[config.mk]
export PLATFORM = sky130hd
export DESIGN_NAME = dst_addr_filter
export DESIGN_NICKNAME = d
export VERILOG_FILES = /design/src/rtl/addr_filter_pkg.sv /design/src/rtl/addr_filter_ctrl.sv /design/src/rtl/addr_filter_dp.sv /design/src/rtl/dst_addr_filter.sv
export SDC_FILE = /design/constraint.sdc
export NUM_CORES = 1
export LEC_CHECK = 0
export BUFFER_PORTS_ARGS = -buffer_cell sky130_fd_sc_hd__buf_4
export CAP_MARGIN = 10
export CORE_ASPECT_RATIO = 1.5
export CORE_MARGIN = 2
export CORE_UTILIZATION = 48
export DETAILED_ROUTE_END_ITERATION = 8
export GPL_ROUTABILITY_DRIVEN = 1
export MAX_ROUTING_LAYER = met4
export SLEW_MARGIN = 20
export SYNTH_ARGS = -nofsm -noshare
export SYNTH_HDL_FRONTEND = slang
export SYNTH_SLANG_ARGS = --single-unit
export TNS_END_PERCENT = 5
[constraint.sdc]
create_clock -name clk -period 12.8 [get_ports clk]
set_input_delay 1.28 -clock clk [delete_from_list [all_inputs] [get_ports clk]]
set_output_delay 1.28 -clock clk [all_outputs]
set_load 0.01 [all_outputs]
[src/rtl/addr_filter_pkg.sv]
package addr_filter_pkg;
  localparam int unsigned MAC_BYTES = 6;
  localparam int unsigned MAC_W     = 8 * MAC_BYTES;
  localparam int unsigned POS_W     = $clog2(MAC_BYTES + 1);
  localparam int unsigned CFG_AW    = 3;

  localparam logic [CFG_AW-1:0] REG_UNI_LO = 3'd0;
  localparam logic [CFG_AW-1:0] REG_UNI_HI = 3'd1;
  localparam logic [CFG_AW-1:0] REG_MC_LO  = 3'd2;
  localparam logic [CFG_AW-1:0] REG_MC_HI  = 3'd3;
  localparam logic [CFG_AW-1:0] REG_MODE   = 3'd4;

  typedef struct packed {
    logic             capture;
    logic [POS_W-1:0] bytePos;
    logic             lastByte;
    logic             wrUniLo;
    logic             wrUniHi;
    logic             wrMcLo;
    logic             wrMcHi;
    logic             wrMode;
  } filtStrobes_t;
endpackage

[src/rtl/addr_filter_ctrl.sv]
module addr_filter_ctrl
  import addr_filter_pkg::*;
(
  input  logic              clk,
  input  logic              rstN,
  input  logic              rxValid,
  input  logic              rxFirst,
  input  logic              cfgWrEn,
  input  logic [CFG_AW-1:0] cfgAddr,
  output filtStrobes_t      strb
);
  // posReg: position of the next destination byte; 0 means idle
  logic [POS_W-1:0] posReg;

  always_comb begin
    strb = '0;
    if (rxValid && rxFirst) begin
      strb.capture = 1'b1;
      strb.bytePos = '0;
    end else if (rxValid && posReg != '0) begin
      strb.capture = 1'b1;
      strb.bytePos = posReg;
    end
    strb.lastByte = strb.capture && (strb.bytePos == POS_W'(MAC_BYTES - 1));
    strb.wrUniLo  = cfgWrEn && (cfgAddr == REG_UNI_LO);
    strb.wrUniHi  = cfgWrEn && (cfgAddr == REG_UNI_HI);
    strb.wrMcLo   = cfgWrEn && (cfgAddr == REG_MC_LO);
    strb.wrMcHi   = cfgWrEn && (cfgAddr == REG_MC_HI);
    strb.wrMode   = cfgWrEn && (cfgAddr == REG_MODE);
  end

  always_ff @(posedge clk) begin
    if (!rstN) begin
      posReg <= '0;
    end else if (strb.capture) begin
      posReg <= strb.lastByte ? '0 : strb.bytePos + POS_W'(1);
    end
  end
endmodule

[src/rtl/addr_filter_dp.sv]
module addr_filter_dp
  import addr_filter_pkg::*;
#(
  parameter int unsigned MC_ENTRIES = 4,
  parameter int unsigned IDX_LSB    = 16
) (
  input  logic         clk,
  input  logic         rstN,
  input  filtStrobes_t strb,
  input  logic [31:0]  cfgWrData,
  input  logic [7:0]   rxData,
  output logic         promiscMode,
  output logic         decValid,
  output logic         decAccept
);
  localparam int unsigned IDX_W = (MC_ENTRIES > 1) ? $clog2(MC_ENTRIES) : 1;

  logic [MAC_W-1:0]      uniAddr;
  logic [31:0]           mcStage;
  logic [MAC_W-1:0]      mcTable [MC_ENTRIES];
  logic [MAC_W-1:0]      daReg;
  logic                  pend;
  logic [MC_ENTRIES-1:0] hitVec;
  logic [IDX_W-1:0]      idxSel;
  logic                  uniHit;
  logic                  bcastHit;
  logic                  acceptNow;
  logic                  unusedCfg;

  assign idxSel    = cfgWrData[IDX_LSB +: IDX_W];
  assign unusedCfg = ^cfgWrData;

  always_ff @(posedge clk) begin
    if (!rstN) begin
      uniAddr     <= '0;
      mcStage     <= '0;
      promiscMode <= 1'b0;
    end else begin
      if (strb.wrUniLo) uniAddr[31:0]       <= cfgWrData;
      if (strb.wrUniHi) uniAddr[MAC_W-1:32] <= cfgWrData[15:0];
      if (strb.wrMcLo)  mcStage             <= cfgWrData;
      if (strb.wrMode)  promiscMode         <= cfgWrData[0];
    end
  end

  generate
    for (genvar gi = 0; gi < MC_ENTRIES; gi++) begin : g_entry
      always_ff @(posedge clk) begin
        if (!rstN) begin
          mcTable[gi] <= '0;
        end else if (strb.wrMcHi && idxSel == IDX_W'(gi)) begin
          mcTable[gi] <= {cfgWrData[15:0], mcStage};
        end
      end
      assign hitVec[gi] = (mcTable[gi] != '0) && (mcTable[gi] == daReg);
    end
  endgenerate

  always_ff @(posedge clk) begin
    if (!rstN) begin
      daReg <= '0;
    end else begin
      for (int b = 0; b < MAC_BYTES; b++) begin
        if (strb.capture && strb.bytePos == POS_W'(b)) daReg[8*b +: 8] <= rxData;
      end
    end
  end

  assign uniHit    = (uniAddr != '0) && (uniAddr == daReg);
  assign bcastHit  = &daReg;
  assign acceptNow = promiscMode | uniHit | bcastHit | (|hitVec);

  always_ff @(posedge clk) begin
    if (!rstN) begin
      pend      <= 1'b0;
      decValid  <= 1'b0;
      decAccept <= 1'b0;
    end else begin
      pend      <= strb.lastByte;
      decValid  <= pend;
      decAccept <= pend & acceptNow;
    end
  end
endmodule

[src/rtl/dst_addr_filter.sv]
module dst_addr_filter
  import addr_filter_pkg::*;
#(
  parameter int unsigned MC_ENTRIES = 4,
  parameter int unsigned IDX_LSB    = 16
) (
  input  logic        clk,
  input  logic        rstN,
  input  logic        cfgWrEn,
  input  logic [2:0]  cfgAddr,
  input  logic [31:0] cfgWrData,
  input  logic        rxValid,
  input  logic        rxFirst,
  input  logic [7:0]  rxData,
  output logic        decValid,
  output logic        decAccept
);
  filtStrobes_t strb;
  logic         promiscMode;

  addr_filter_ctrl i_ctrl (
    .clk(clk), .rstN(rstN), .rxValid(rxValid), .rxFirst(rxFirst),
    .cfgWrEn(cfgWrEn), .cfgAddr(cfgAddr), .strb(strb)
  );

  addr_filter_dp #(.MC_ENTRIES(MC_ENTRIES), .IDX_LSB(IDX_LSB)) i_dp (
    .clk(clk), .rstN(rstN), .strb(strb), .cfgWrData(cfgWrData), .rxData(rxData),
    .promiscMode(promiscMode), .decValid(decValid), .decAccept(decAccept)
  );
endmodule

# Word-level counts from Yosys, hierarchy flattened
# Memory sizes are Yosys's and may differ from the RTL's.
# Cells that the tools add are included.
# totals
latchBits	0
mem_count	1
input_bits	48
ff_bits	135
rom_bits	0
wordCells	94
out_inout_bits	2
ramBits	192
# mem_list
memory	depth	width	read_ports	rd_ports_with_merged_regs	write_ports	line	source
i_dp.mcTable	4	48	4	0	4	addr_filter_dp.sv:20	logic [MAC_W-1:0] mcTable [MC_ENTRIES];
# classes
addsub	1
n_lt_le_gt_ge	0
n_shift	0
bitwise	8
div	0
multipliers	0
n_reduce_logical	33
mux	20
n_eq_ne	17
# op_table
cell	n
48-bit equality test	5
48-bit nonzero test	5
48-bit two-way mux	4
48-bit AND reduction	1
1-bit logical AND	22
1-bit two-way mux	13
3-bit by 2-bit equality test with 1-bit output, second input constant	4
3-bit equality test, second input constant	3
4-bit two-way mux	2
1-bit bitwise OR	7
3-bit by 1-bit equality test with 1-bit output, second input constant	2
3-bit zero test	2
2-bit equality test, second input constant	2
4-bit OR reduction	1
3-bit by 1-bit adder with 3-bit output, second input constant	1
3-bit two-way mux	1
3-bit nonzero test	1
2-bit by 1-bit equality test with 1-bit output, second input constant	1
2-bit zero test	1
1-bit bitwise AND	1

# Depth between registers and ports, before layout
# Gate-level depths: netlist of the first run.
# logic_depth
word_depth	7
ltp_mapped	8
mapped_depth_nobuf	8

# Cells and area by module
# From an unflattened synthesis of the first run, not the netlist that was laid out.
# hier_totals
hier_cells	1414
area_unflattened_um2	15874.0
# by_module_without_submodules
module	seq_area_each_um2	cells_per_inst	area_each_um2	n_inst
addr_filter_dp	8408.1	1378	15608.7	1
addr_filter_ctrl	60.1	36	265.3	1

# Worst setup path before layout of the first run
# No wires, ideal clock.
# synth_path
path_type	input to register
start	in cfgWrEn
end	mem i_dp.mcTable[0][0] (netlist bit), enable pin
required_ns	12.274
setup_slack_ns	7.023
setup_time_ns	0.526
n_path_buf	1
stages	4
arrival_ns	5.251
cell_sequence	nor2b_1 -> buf_2 -> nand3_1 -> o31ai_1
# synth_lines
element	line	source
from (decl)	dst_addr_filter.sv:9	input logic cfgWrEn,
to (decl)	addr_filter_dp.sv:20	

==> impl_metrics.tcl, run 1 <==
set metrics [dict create \
    max_stage_delay_ns 0.58 \
    syn_to_final_growth_pct 9.878 \
    cp_cell_sequence "buf_4 > nor2b_1 > nand3_1 > o31ai_4 > buf_4" \
    port-buffer-count 49 \
    async_reset_ff_frac 0 \
    ys_ff_latch 327 \
    cpMaxStageDelayCell "buf_4" \
    finalHoldViolCount 0 \
    synth_area_leader_cell "edfxtp_1" \
    synthCells 1480 \
    synth_most_common_cell "xor2_1" \
    die_x_um 152.6 \
    drv_cap 0 \
    crit_family "simple AND/OR/NAND/NOR gates" \
    reg2reg_depth 6 \
    cts_buffer_depth 3 \
    setup_viol 0 \
    yosysTopAreaCellShare 0.3627 \
    grt_overflow 0 \
    hold_path_class "flop to flop" \
    synth_enable_flop_cells 192 \
    htree_levels 2 \
    drv_slew 0 \
    critPathArrivalTime_ns 3.29 \
    clkTransAtPathRegs_ns 0.06 \
    seq_area_frac_synth 0.5327 \
    postCtsSetupBuffers 0 \
    avgSynthCellArea_um2 10.74 \
    cp-end-kind "flop" \
    core-area_um2 32630 \
    regToRegStartpoint "i_dp.daReg[44]" \
    crit_required_ns 12.95 \
    grt_pass1_vias 10970 \
    wl_per_cell_um 29.53 \
    fmax_ghz 0.3176 \
    crit_top_cell "buf_4" \
    r2r_slack_ns 9.79 \
    avgViaCountPerCell 5.890 \
    slew_headroom 0.3185 \
    p_per_area_nw_per_um2 133.8 \
    worstHoldStart "i_dp.pend" \
    synthesis.nets 1533 \
    rows 81 \
    leakage_nw 7.027 \
    synth.area.top_cells "edfxtp_1, dfxtp_1, xor2_1, and2_1, a21boi_0" \
    synth_common_cells "xor2_1, nand2_1, and2_1, edfxtp_1, dfxtp_1" \
    hpwlAfterDp_mm 41.11 \
    die_h_um 226.9 \
    clk_latency_ns 0.53 \
    tightest_slew_ns 1.013 \
    reg2reg_to "i_dp.decAccept" \
    final_nets 1522 \
    min_to "i_dp.decValid" \
    drtIter0Drc 1228 \
    layout-drive-gt1-share 0.09103 \
    die_area_um2 34620 \
    post_cts_resize_count 0 \
    antenna_cells 0 \
    stdcell_count 1909 \
    postRouteAntennaNets 0 \
    grt_max_degree 90 \
    dr_total_vias 11240 \
    fin_crit_sh 0.2460 \
    grt_first_pass_wirelength_mm 79.67 \
    synth_cell_type_count 40 \
    ir_drop_mv 0.1106 \
    finalWeightedCongestion 1.046 \
    crit_type "input pin to flop" \
    path_depth 5 \
    finalWirelength_mm 56.37 \
    cp-start-kind "input pin" \
    fin_skew_ns 0.01619 \
    cts_tree "built" \
    yosysWarnings 0 \
    mappedNetlistArea_um2 15900 \
    fin_setup_tns_ns 0 \
    ios 50 \
    antenna_found_initial 1 \
    cts_inserted_buffers 34 \
    root_buffer "clkbuf_16" \
    firstDrtPassIters 5 \
    crit_fanout 48 \
    synthFlopType "edfxtp_1" \
    initial_core_util 0.4871 \
    cts_hold_buf 0 \
    drc 0 \
    place_inst 1848 \
    holdPathStages 1 \
    rsz0062_at_grt "false" \
    layout_min_cycle_time_ns 3.149 \
    grt_usage 0.3352 \
    cts_num_sinks 327 \
    status "completed" \
    path_buf_inv 2 \
]
==> kinds of logic (layout without fill, tap and decap cells) <==
logic type	count (synthesis)	count (layout)	synth area share
fa+ha+maj	5	5	0.003935
flops	327	327	0.5327
xor+xnor	240	240	0.1322
compound gates	132	132	0.06399
buf+inv	112	126	0.03865
simple gates	654	654	0.2222
mux	10	10	0.006297
==> sequential cells by signal, indices dropped and copies added (netlist names) <==
name	cells
i_ctrl.posReg	3
i_dp.mcStage	32
i_dp.pend	1
i_dp.decValid	1
i_dp.decAccept	1
i_dp.uniAddr	48
i_dp.mcTable	192
i_dp.promiscMode	1
i_dp.daReg	48
==> worst register-to-register path: stages, from the launching register on <==
cell	delay, ns
dfxtp_1	0.81
xor2_1	0.15
nor4_1	0.50
nand4_1	0.16
nor4_1	0.78
nor4_1	0.31
a21boi_1	0.23
==> cells in the final DEF (no fill, tap or decap), types with 2 or more instances in the layout <==
cell type	Yosys	final
xor2_1	240	240
nand2_1	222	221
and2_1	198	197
edfxtp_1	192	192
dfxtp_1	135	135
nor4_1	124	124
a21boi_0	119	119
buf_4	7	62
nand4_1	42	42
clkbuf_16	0	36
nand3_1	28	28
nor2b_1	12	12
mux2i_1	10	10
clkbuf_1	37	9
clkbuf_8	0	9
nor4_2	5	5
nor3_1	5	5
nand2_2	4	5
ha_1	5	5
nor2_2	2	4
inv_1	3	3
o21ai_4	0	3
a21boi_1	2	2
nand2b_1	2	2
o2bb2ai_1	2	2
and3_1	2	2
clkinv_2	0	2
clkinv_1	0	2
==> through the flow <==
step | utilization | hold WS [ns] | total power, mW | area [µm²] | setup WS [ns]
6_report | 0.5352 | 0.4786 | 2.337 | 17470 | 9.651
3_5_place_dp | 0.5007 | 0.4624 | 1.351 | 16340 | 9.182
2_1_floorplan | - | 0.4281 | 1.271 | 15900 | 7.023
5_1_grt | 0.5352 | 0.5002 | 2.396 | 17470 | 9.609
3_3_place_gp | 0.5006 | 0.4454 | 1.351 | 16340 | 9.244
4_1_cts | 0.5352 | 0.4830 | 2.345 | 17460 | 9.722
==> report_power, final <==
part,switching [mW],internal (mW)
logic,0.0915,0.0488
clock network,0.417,0.590
registers,0.0438,1.15
total,0.552,1.79
==> area by class of cell <==
type	count	area, µm²
clock buffers	54	1059
clock inverters	7	67.56
fillers	2947	15170
inverters	3	11.26
multi-input cells	1041	6877
flip-flops and latches	327	8468
well taps	415	519.2
repair buffers	62	465.4
==> metal layers <==
layer / up-vias / share of wire / wire length [µm] / GRT usage
met5: - / 0 / 0 / -
met4: 0 / 0.044 / 2453 / 0.1338
met3: 128 / 0.068 / 3844 / 0.04989
met2: 466 / 0.49 / 27900 / 0.5637
met1: 5560 / 0.39 / 22170 / 0.4083
li1: 5090 / - / - / -
==> worst max-delay path by stage <==
| stage | endpoint | slack (ns) | from |
|---|---|---|---|
| floorplan | i_dp.mcTable[0][0] | 7.02 | cfgWrEn |
| global placement | i_dp.mcTable[0][10] | 9.24 | cfgAddr[2] |
| detailed placement | i_dp.mcTable[0][7] | 9.18 | cfgAddr[2] |
| CTS | i_dp.mcTable[0][7] | 9.72 | cfgAddr[2] |
| global route | i_dp.mcTable[0][10] | 9.61 | cfgAddr[2] |
| finish | i_dp.mcTable[0][9] | 9.65 | cfgAddr[2] |
(Power assumes the default switching activity.)
==> run 2: changes to the inputs <==
Settings changed: PLACE_DENSITY set to 0.67.
Clock period 12.8 ns to 2.64 ns, I/O delays scaled along.
==> impl_metrics.tcl, run 2 (same netlist as run 1, synthesis figures left out) <==
set metrics [dict create \
    cp-end-kind "flop" \
    holdPathStages 3 \
    largest-register "i_dp.mcTable" \
    clkTransAtPathRegs_ns 0.07 \
    final_nets 1587 \
    multiInputGateArea_um2 6873 \
    crit_fanout 7 \
    grt_overflow 0 \
    reg2reg_depth 6 \
    postCtsSetupBuffers 0 \
    fin_crit_sh 0.9336 \
    seq_area_um2 8468 \
    reg_top3 "i_dp.mcTable: 192 flops, i_dp.daReg: 48 flops, i_dp.uniAddr: 48 flops" \
    cp-start-kind "flop" \
    finalWirelength_mm 57.93 \
    postRouteAntennaNets 0 \
    die_h_um 226.9 \
    syn_to_final_growth_pct 13.29 \
    drv_cap 0 \
    grt_first_pass_wirelength_mm 82.03 \
    drc 0 \
    die_x_um 152.6 \
    layout-drive-gt1-share 0.1199 \
    dr_total_vias 11630 \
    cts_inserted_buffers 34 \
    fmax_ghz 0.4057 \
    antenna_found_initial 0 \
    initial_core_util 0.4871 \
    hpwlAfterDp_mm 44.19 \
    cts_buffer_depth 3 \
    crit_type "flop to flop" \
    slew_headroom 0.2937 \
    r2r_slack_ns 0.18 \
    grt_pass1_vias 11600 \
    hold_path_class "input pin to flop" \
    finalWeightedCongestion 1.075 \
    min_to "i_dp.uniAddr[18]" \
    crit_path_start "i_dp.daReg[19]" \
    worstHoldStart "cfgWrData[18]" \
    rsz0062_at_grt "false" \
    cts_num_sinks 327 \
    finalHoldViolCount 0 \
    cts_tree "built" \
    layout_min_cycle_time_ns 2.465 \
    wl_per_cell_um 29.32 \
    drv_slew 0 \
    grt_usage 0.3450 \
    clk_latency_ns 0.54 \
    drtIter0Drc 1054 \
    rows 81 \
    die_area_um2 34620 \
    final_common_cell "xor2_1" \
    crit_required_ns 3.11 \
    fin_skew_ns 0.01617 \
    largest_reg_flops 192 \
    place_inst 1901 \
    port-buffer-count 49 \
    leakage_nw 7.346 \
    critPathArrivalTime_ns 2.94 \
    core-area_um2 32630 \
    setup_viol 0 \
    status "completed" \
    ir_drop_mv 0.4000 \
    nFillCells 2895 \
    p_per_area_nw_per_um2 623.3 \
    regToRegStartpoint "i_dp.daReg[19]" \
    htree_levels 2 \
    tightest_slew_ns 1.050 \
    firstDrtPassIters 5 \
    root_buffer "clkbuf_16" \
    grt_max_degree 139 \
    fin_setup_tns_ns 0 \
    stdcell_count 1976 \
    mostFrequentLayoutCells "xor2_1, nand2_1, and2_1" \
    avgViaCountPerCell 5.886 \
    ios 50 \
    reg2reg_to "i_dp.decAccept" \
]
==> run 2: cell count changes in the layout (fill, tap and decap cells not counted), moves of 2 or more <==
cell	before	now
buf_12	0	7
buf_4	62	108
clkbuf_1	9	7
clkbuf_16	36	34
clkbuf_8	9	1
clkinv_1	2	5
clkinv_2	2	6
clkinvlp_4	0	4
dlygate4sd3_1	0	12
==> run 2: timing repair <==
item	4_1_cts	5_1_grt
resized for setup	0	0
hold endpoints to repair	21	0
hold buffers	12	0
==> run 2: worst max-delay path: stages (launching register included) <==
cell and delay [ns]:
dfxtp_1 0.67, xor2_1 0.22, nor4_1 0.73, nand4_1 0.18, nor4_1 0.34, nor4_1 0.11
a21boi_1 0.16
==> run 2: worst max path at each step <==
stage / end / cells past startpoint / slack, ns
floorplan: i_dp.mcTable[1][0] / 4 / -0.68
global placement: i_dp.decAccept / 6 / 0.20
detailed placement: i_dp.decAccept / 6 / 0.31
CTS: i_dp.decAccept / 6 / 0.29
global route: i_dp.decAccept / 6 / 0.24
finish: i_dp.decAccept / 6 / 0.18
==> run 2: routing by layer <==
| layer | vias up | global-route usage | routed length [µm] |
|---|---|---|---|
| met5 | - | - | 0 |
| met4 | 0 | 0.2273 | 4590 |
| met1 | 5691 | 0.3877 | 21150 |
| met3 | 188 | 0.03976 | 3489 |
| met2 | 530 | 0.5831 | 28700 |
| li1 | 5221 | - | - |
==> run 2: area by class of cell <==
type | instances | area share
tap | 415 | 0.02883
clock buffer | 42 | 0.04947
timing repair buffer | 127 | 0.05947
sequential | 327 | 0.4702
clock inverter | 20 | 0.009588
antenna | 1 | 0.0001390
multi-input combinational | 1041 | 0.3816
inverter | 3 | 0.0006253
==> run 2: where the power goes <==
part / internal (mW) / switching, mW / leakage [nW]
Clock: 2.62 / 2.09 / 0.511
Sequential: 5.56 / 0.230 / 3.02
Combinational: 0.281 / 0.437 / 3.81
==> run 2: through the flow <==
stage / utilization / cell area [µm²] / worst slack, ns / hold slack (ns) / power, mW
final: 0.5518 / 18010 / 0.1752 / 0.01168 / 11.23
after global routing: 0.5518 / 18010 / 0.2375 / 0.01454 / 11.47
after CTS: 0.5518 / 18010 / 0.2880 / 0.004038 / 11.25
after detailed placement: 0.5155 / 16820 / 0.3058 / 0.4894 / 6.591
after global placement: 0.5155 / 16820 / 0.2025 / 0.4844 / 6.591
after floorplan: - / 15900 / -0.6781 / 0.4089 / 6.156
==> run 3: changes to the inputs <==
Settings changed: ABC_AREA set to 1, GPL_TIMING_DRIVEN set to 0.
==> impl_metrics.tcl, run 3 <==
set metrics [dict create \
    ys_ff_latch 327 \
    mappedNetlistArea_um2 16320 \
    dr_total_vias 13770 \
    dp_slack_ns 0.3054 \
    die_area_um2 35530 \
    power_mw 11.24 \
    cts_inserted_buffers 31 \
    synthCells 2047 \
    cts_buffer_depth 3 \
    firstDrtPassIters 8 \
    fin_crit_sh 0.7576 \
    grt_first_pass_wirelength_mm 76.36 \
    grt_overflow 0 \
    setup_viol 0 \
    async_reset_ff_frac 0 \
    yosysWarnings 0 \
    cp-start-kind "flop" \
    drtIter0Drc 1133 \
    ios 50 \
    p_per_area_nw_per_um2 609.7 \
    fin_skew_ns 0.01372 \
    wl_per_cell_um 19.78 \
    postCtsSetupBuffers 0 \
    place_inst 2518 \
    synthesis.nets 2100 \
    tightest_slew_ns 0.7945 \
    avgSynthCellArea_um2 7.974 \
    ir_drop_mv 0.4272 \
    antenna_found_initial 0 \
    reg_top3 "i_dp.mcTable: 192 flops, i_dp.daReg: 48 flops, i_dp.uniAddr: 48 flops" \
    final_nets 2198 \
    synth_area_leader_cell "edfxtp_1" \
    crit_type "flop to flop" \
    synth_enable_flop_cells 192 \
    postRouteAntennaNets 0 \
    setup_slack_ns 0.6399 \
    seq_area_frac_synth 0.5188 \
    final_core_util 0.5512 \
    hold_path_class "input pin to flop" \
    initial_core_util 0.4880 \
    fmax_ghz 0.5000 \
    avgViaCountPerCell 5.320 \
    finalWirelength_mm 51.20 \
    drc 0 \
    layout_min_cycle_time_ns 2.000 \
    synthFlopType "edfxtp_1" \
    stdcell_count 2589 \
    status "completed" \
    hold_slack_ns 0.03517 \
    dpl-instance-area_um2 17290 \
    die_h_um 229.9 \
    synth.area.top_cells "edfxtp_1, dfxtp_1, nor2_1, nand2_1, xor2_1" \
    synth_common_cells "nor2_1, nand2_1, inv_1, edfxtp_1, dfxtp_1" \
    synth_most_common_cell "nor2_1" \
    port-buffer-count 49 \
    crit_required_ns 3.14 \
    htree_levels 1 \
    clk_latency_ns 0.58 \
    grt_pass1_vias 13270 \
    leakage_nw 8.023 \
    grt_usage 0.2960 \
    finalWeightedCongestion 0.9339 \
    design_area_um2 18440 \
    slew_headroom 0.4703 \
    hpwlAfterDp_mm 38.00 \
    mostFrequentLayoutCells "nor2_1, nand2_1, inv_1" \
    cts_num_sinks 327 \
    drv_slew 0 \
    finalHoldViolCount 0 \
    synth_cell_type_count 31 \
    syn_to_final_growth_pct 12.95 \
    cp-end-kind "flop" \
    crit_fanout 7 \
    cts_tree "built" \
    largest_reg_flops 192 \
    grt_max_degree 49 \
    rsz0062_at_grt "false" \
    largest-register "i_dp.mcTable" \
    die_x_um 154.6 \
    core-area_um2 33450 \
    final_common_cell "nor2_1" \
    critPathArrivalTime_ns 2.50 \
    clkTransAtPathRegs_ns 0.07 \
    drv_cap 0 \
    rows 82 \
    fin_setup_tns_ns 0 \
    yosysTopAreaCellShare 0.3532 \
    root_buffer "clkbuf_16" \
    layout-drive-gt1-share 0.09041 \
]
run 3: logic make-up (layout without fill, tap and decap cells):
logic type      Yosys count  in the layout  synth area share
flops                   327            327            0.5188
buf+inv                 316            437           0.08232
compound gates          258            258           0.07995
other cells               0              1                 0
xor+xnor                134            134           0.07190
simple gates           1007           1007            0.2432
fa+ha+maj                 5              5          0.003833
run 3: path summary, 6_finish.rpt:
path	startpoint	to	slack, ns	depth (start not counted)
worst max-delay path	i_dp.daReg[1]	i_dp.decAccept	0.64	12
worst min-delay path	cfgWrData[0]	i_dp.promiscMode	0.04	3
worst max register to register	i_dp.daReg[1]	i_dp.decAccept	0.64	12
worst min register to register	i_dp.promiscMode	i_dp.promiscMode	0.47	2
run 3: repair_timing:
| item | CTS | global route |
|---|---|---|
| hold endpoints to repair | 24 | 0 |
| gates resized for setup | 0 | 0 |
| hold buffers | 14 | 0 |
run 3: final cells by class:
type                            count  area (µm²)
Antenna cell                        1       2.502
Buffer                             99       529.3
Clock buffer                       37       808.3
Clock inverter                     19       191.4
Fill cell                        3110       15010
Inverter                          217       814.5
Multi-Input combinational cell   1404        6541
Sequential cell                   327        8468
Tap cell                          420       525.5
Timing Repair Buffer               65       555.5
run 3: critical path: stages (launching register included):
cell and delay, ns:
dfxtp_1 0.52, inv_2 0.14, nand2_1 0.10, nand2_1 0.05, nor2_1 0.18, nand2_1 0.12, nor2_1 0.27, nand2_1 0.09
nor2_1 0.10, nand2_1 0.06, nand3_1 0.09, nor2_1 0.04, nor2_1 0.15
run 3: report_power, final:
group          total [mW]  switching [mW]  internal (mW)
combinational       0.993           0.678          0.315
clock                4.54            1.98           2.56
sequential           5.71           0.130           5.58
total                11.2            2.79           8.45
run 3: routing by layer:
layer | vias up | routed length (µm) | global-route usage | share of wire
met5 | - | 0 | - | 0
met4 | 0 | 3597 | 0.1794 | 0.070
met3 | 163 | 3157 | 0.02959 | 0.062
met2 | 512 | 25630 | 0.5119 | 0.50
met1 | 6469 | 18810 | 0.3291 | 0.37
li1 | 6630 | - | - | -
